==> src/rtl/ldst_chk_pkg.sv <==
package ldst_chk_pkg;
  typedef enum logic [2:0] {
    PH_IDLE     = 3'd0,
    PH_WAIT_ACK = 3'd1,
    PH_WAIT_LD  = 3'd2,
    PH_WAIT_ST  = 3'd3,
    PH_DRAIN    = 3'd4
  } phase_e;

  localparam int CODE_W = 3;
  localparam logic [CODE_W-1:0] C_NONE    = 3'd0;
  localparam logic [CODE_W-1:0] C_DUAL    = 3'd1;
  localparam logic [CODE_W-1:0] C_BUSY    = 3'd2;
  localparam logic [CODE_W-1:0] C_OVERLAP = 3'd3;
  localparam logic [CODE_W-1:0] C_ADDR    = 3'd4;
  localparam logic [CODE_W-1:0] C_PULSE   = 3'd5;
  localparam logic [CODE_W-1:0] C_ORPHAN  = 3'd6;
  localparam logic [CODE_W-1:0] C_TAIL    = 3'd7;
endpackage

==> src/rtl/ldst_chk_track.sv <==
module ldst_chk_track
  import ldst_chk_pkg::*;
#(
  parameter int ADDR_W = 48
) (
  input  logic              clk,
  input  logic              rst_n,
  input  logic              ld_req_i,
  input  logic              st_req_i,
  input  logic              busy_i,
  input  logic              addr_vld_i,
  input  logic [ADDR_W-1:0] addr_i,
  input  logic              addr_ack_i,
  input  logic              addr_exc_i,
  input  logic              ld_vld_i,
  input  logic              st_vld_i,
  output phase_e            phase_o,
  output logic              start_o,
  output logic              dual_o,
  output logic              addr_moved_o
);
  phase_e            phase_q, phase_d;
  logic              op_ld_q, op_ld_d;
  logic              req_q;
  logic              held_q, held_d;
  logic [ADDR_W-1:0] addr_q;
  logic              addr_en;
  logic              active;

  assign dual_o  = ld_req_i & st_req_i;
  assign start_o = (ld_req_i | st_req_i) & ~req_q;
  assign active  = (phase_q != PH_IDLE) | (start_o & ~dual_o);
  assign addr_en = active & addr_vld_i & ~held_q;

  always_comb begin
    phase_d = phase_q;
    op_ld_d = op_ld_q;
    case (phase_q)
      PH_IDLE: begin
        if (start_o && !dual_o) begin
          phase_d = PH_WAIT_ACK;
          op_ld_d = ld_req_i;
        end
      end
      PH_WAIT_ACK: begin
        if (addr_exc_i)      phase_d = PH_IDLE;
        else if (addr_ack_i) phase_d = op_ld_q ? PH_WAIT_LD : PH_WAIT_ST;
        else if (!busy_i)    phase_d = PH_IDLE;
      end
      PH_WAIT_LD: begin
        if (ld_vld_i || !busy_i) phase_d = PH_IDLE;
      end
      PH_WAIT_ST: begin
        if (st_vld_i)     phase_d = PH_DRAIN;
        else if (!busy_i) phase_d = PH_IDLE;
      end
      default: phase_d = PH_IDLE;
    endcase
  end

  always_comb begin
    held_d = held_q;
    if (phase_d == PH_IDLE) held_d = 1'b0;
    else if (addr_en)       held_d = 1'b1;
  end

  always_ff @(posedge clk or negedge rst_n) begin
    if (!rst_n) begin
      phase_q <= PH_IDLE;
      op_ld_q <= 1'b0;
      req_q   <= 1'b0;
      held_q  <= 1'b0;
    end else begin
      phase_q <= phase_d;
      op_ld_q <= op_ld_d;
      req_q   <= ld_req_i | st_req_i;
      held_q  <= held_d;
    end
  end

  always_ff @(posedge clk or negedge rst_n) begin
    if (!rst_n)       addr_q <= '0;
    else if (addr_en) addr_q <= addr_i;
  end

  assign phase_o      = phase_q;
  assign addr_moved_o = held_q & (~addr_vld_i | (addr_i != addr_q));


  drain_entry_chk: assert property (@(posedge clk) disable iff (!rst_n)
    (phase_q == PH_WAIT_ST && st_vld_i) |=> (phase_q == PH_DRAIN));
endmodule

==> config.mk <==
export PLATFORM = sky130hd
export DESIGN_NAME = ldst_chk_track
export DESIGN_NICKNAME = d
export VERILOG_FILES = /design/src/rtl/ldst_chk_pkg.sv /design/src/rtl/ldst_chk_track.sv
export SDC_FILE = /design/constraint.sdc
export NUM_CORES = 1
export LEC_CHECK = 0
export BUFFER_PORTS_ARGS = -buffer_cell sky130_fd_sc_hd__buf_2
export CAP_MARGIN = 20
export CELL_PAD_IN_SITES_DETAIL_PLACEMENT = 1
export CELL_PAD_IN_SITES_GLOBAL_PLACEMENT = 1
export CORE_UTILIZATION = 38
export CTS_CLUSTER_SIZE = 24
export DETAILED_ROUTE_END_ITERATION = 8
export PLACE_DENSITY = 0.74
export SYNTH_ARGS = -nofsm -noshare
export SYNTH_HDL_FRONTEND = slang
export SYNTH_SLANG_ARGS = --single-unit
export TNS_END_PERCENT = 50
==> constraint.sdc <==
create_clock -name clk -period 1.6 [get_ports clk]
set_input_delay 0.32 -clock clk [delete_from_list [all_inputs] [get_ports clk]]
set_output_delay 0.32 -clock clk [all_outputs]
set_load 0.02 [all_outputs]
==> flow_summary.yaml <==
cells_and_area:
  layout_common_cells: "buf_2 (62), dfrtp_1 (52), mux2_4 (38)"
  drive_above_1_share: 0.502
  final_cells: 421
  seqCellArea_sq_um: 1350
  n_fill_cell: 766
  syn2layout_area_growth_pct: 38.5
  nets: 382
  final_common_cell: "buf_2"
  n_antenna_cell: 0
  multi_input_area_sq_um: 1390
  post-route-util: 0.553
clock_tree:
  cts_tree: "built"
  ctsHtreeMaxLevel: 2
  cts_buffers: 5
  numClockSinks: 54
  root_buffer: "clkbuf_8"
  clkLatencyLatePin_ns: 0.30
  clk_path_buf_depth: 2
  clk_pin_slew_ns: 0.10
routing:
  met3_length_um: 312
  drt_pass1_iterations: 4
  ant_nets: 0
  dr_wl_met2_mm: 3.65
  viasPerCell: 4.81
  wl_met1_mm: 2.79
  route.detailed.drc: 0
  routed.top_layer: "met4"
  wire_per_inst_um: 16.1
  vias: 2024
  routed_wirelength_mm: 6.79
  detail_route.iter0.violations: 44
setup_path:
  startpoint: "addr_q[24]"
  path_depth: 7
  critPathTopFamily: "simple AND/OR/NAND/NOR gates"
  cp_data_arrival_time_ns: 1.90
  end_kind: "output port"
  critPathMaxStageDelay_ns: 0.41
  worst_setup_path_start_kind: "register"
  crit_fanout: 2
  required_ns: 1.28
  reg2reg_depth: 6
  crit_slowest_cell: "dfrtp_1"
  crit-reg2reg-launch: "phase_o[1]"
  cp.buffers_inverters: 2
  cp_cell_sequence: "xnor2_1 > nand4_1 > nor4_2 > buf_4 > nand3_1 > o31a_1 > buf_6"
  r2r_setup_slack_ns: -0.29
  r2r_end: "addr_q[17]"
  setup.worst_path.end: "addr_moved_o"
  crit_type: "reg -> out"
floorplanning:
  io_pins: 64
  start_util: 0.399
  fp.dieH_um: 87.2
  core.rowCount: 30
  core_sq_um: 6910
  fp.dieW_um: 87.2
  dieArea_sq_um: 7600
global_routing:
  grt_max_degree: 55
  grt_pass1_wl_mm: 10.8
  antenna_found_initial: 0
  grt_overflow_total: 0
  grt_pass1_vias: 2283
  track_usage: 0.186
power:
  powerDensity_nw_per_um2: 1270
  power_leakage_nw: 1.95
  p_comb_frac: 0.333
  p_total_mw: 4.84
  internal_power_mw: 3.50
  vdd_drop_max_v: 0.000436
  p_sw_mw: 1.34
  switching_share: 0.277
  power.share.sequential: 0.436
  p_clk_frac: 0.231
synth:
  synth_cells: 219
  ys_types: 31
  yosysTopAreaCellShare: 0.490
  synthesis.nets: 277
  ys_ff_latch: 54
  yosysWarnings: 0
  yosys.area.top_type: "dfrtp_1"
  synthTopCellsByArea: "dfrtp_1 (49%), mux2_2 (12%), xnor2_1 (6.7%), mux2_4 (6.5%), xor2_1 (6.0%)"
  seq_area_frac_synth: 0.490
  syn_area_sq_um: 2760
  syn_area_per_cell_sq_um: 12.6
place:
  portBuffers: 63
  place_inst: 398
  hpwl_mm: 4.55
  place_congestion: 0.738
  preCtsSetupSlack_ns: -0.438
run:
  drv_cap: 0
timing:
  finalCriticalPeriod_ns: 2.22
  setup_viol: 49
  rsz0062_at_grt: "true"
  worst_hold_slack_ns: -0.00315
  period_share: 1.39
  timing.fmax_mhz: 450
  slew_viol_final: 0
  max-slew-margin-rel: 0.731
  worstMarginPinSlew_ns: 0.401
  fin_worst_skew_ns: 0.00681
  finalWorstSetupSlack_ns: -0.623
  setup_tns_ns: -10.58
  hold_viol: 2
worst_hold_path:
  hp-class: "in -> async"
status:
  outcome: "finished with violations"
  violations: "negative hold slack, negative setup slack"
## cell type report
cell class | count | share of cell area
Inverter | 18 | 0.0177
Tap cell | 96 | 0.0314
Timing Repair Buffer | 103 | 0.195
Sequential cell | 54 | 0.354
Clock buffer | 6 | 0.0216
Multi-Input combinational cell | 142 | 0.364
Clock inverter | 2 | 0.0157
## cells in the mapped netlist
library cell  number
nor2b_1            1
o21bai_1           1
buf_12             3
a32oi_1            1
a21oi_1            2
nor4_1             7
o21ai_2            1
nor3_1             2
a31oi_1            1
o31a_1             1
o21ai_0            1
nor3b_1            1
nand4_1            6
buf_4              2
nand3_1            1
nand2_1            4
or2_2              2
o22ai_1            8
or3_4              1
mux2i_1            9
mux2_2            29
mux2_4            12
nand2b_1           2
and2_1             1
a2bb2oi_1          1
nand2b_4           1
inv_1             18
xor2_1            19
dfrtp_1           54
nor2_1             6
xnor2_1           21
## how the worst min path moves through the flow
stage | start | endpoint | slack [ns] | depth (start not counted)
floorplan | rst_n | addr_q[0] | 0.02 | 0
global placement | rst_n | addr_q[15] | 0.35 | 2
detailed placement | rst_n | addr_q[12] | 0.35 | 2
CTS | rst_n | addr_q[12] | 0.005 | 2
global route | rst_n | addr_q[12] | 0.002 | 2
finish | rst_n | addr_q[12] | -0.003 | 2
## cell families (layout without fill, tap and decap cells)
group,Yosys count,after routing,share of synthesized area
AO/OA/AOI/OAI,17,17,0.0413
XOR/XNOR,40,40,0.127
buffers and inverters,23,129,0.0517
flip-flops,54,54,0.490
multiplexers,50,50,0.216
AND/OR/NAND/NOR,35,35,0.0739
## worst register-to-register path: cells and delay by family (launching register included)
family                 cells  cell delay (ns)
and+or+nand+nor            2             0.64
AOI/OAI and AO/OA          1             0.13
muxes                      1             0.32
buffers and inverters      2             0.29
DFF                        1             0.41
## registers in the layout, summed over array words and instances, names as in the netlist
name / flops
req_q: 1
addr_q: 48
op_ld_q: 1
held_q: 1
phase_o: 3
## per-layer routing
metal,vias up,GRT usage
met5,-,0
met4,0,0.0268
met3,7,0.0389
met2,48,0.356
met1,1008,0.217
li1,961,-
## power by group through the flow
stage | Clock [mW] | Sequential [mW] | Combinational (mW)
global route | 1.20 | 2.16 | 1.75
detailed placement | 0 | 2.12 | 1.31
finish | 1.12 | 2.11 | 1.61
global placement | 0 | 2.08 | 1.26
CTS | 1.15 | 2.10 | 1.58
floorplan | 0 | 2.05 | 0.958
## per-stage QoR
stage                     instance area [sq um]  hold WS [ns]
after detailed placement                   3330         0.345
after CTS                                  3770       0.00526
final                                      3820      -0.00315
after global routing                       3820       0.00165
after floorplan                            2760        0.0244
after global placement                     3330         0.345
## timing repair
action,CTS,global route
buffers inserted,9,7
hold buffers,0,0
resized for setup,37,21
gates cloned,3,0
endpoints found under the setup margin,47,51
pin swaps,13,2
(Power assumes the default switching activity.)
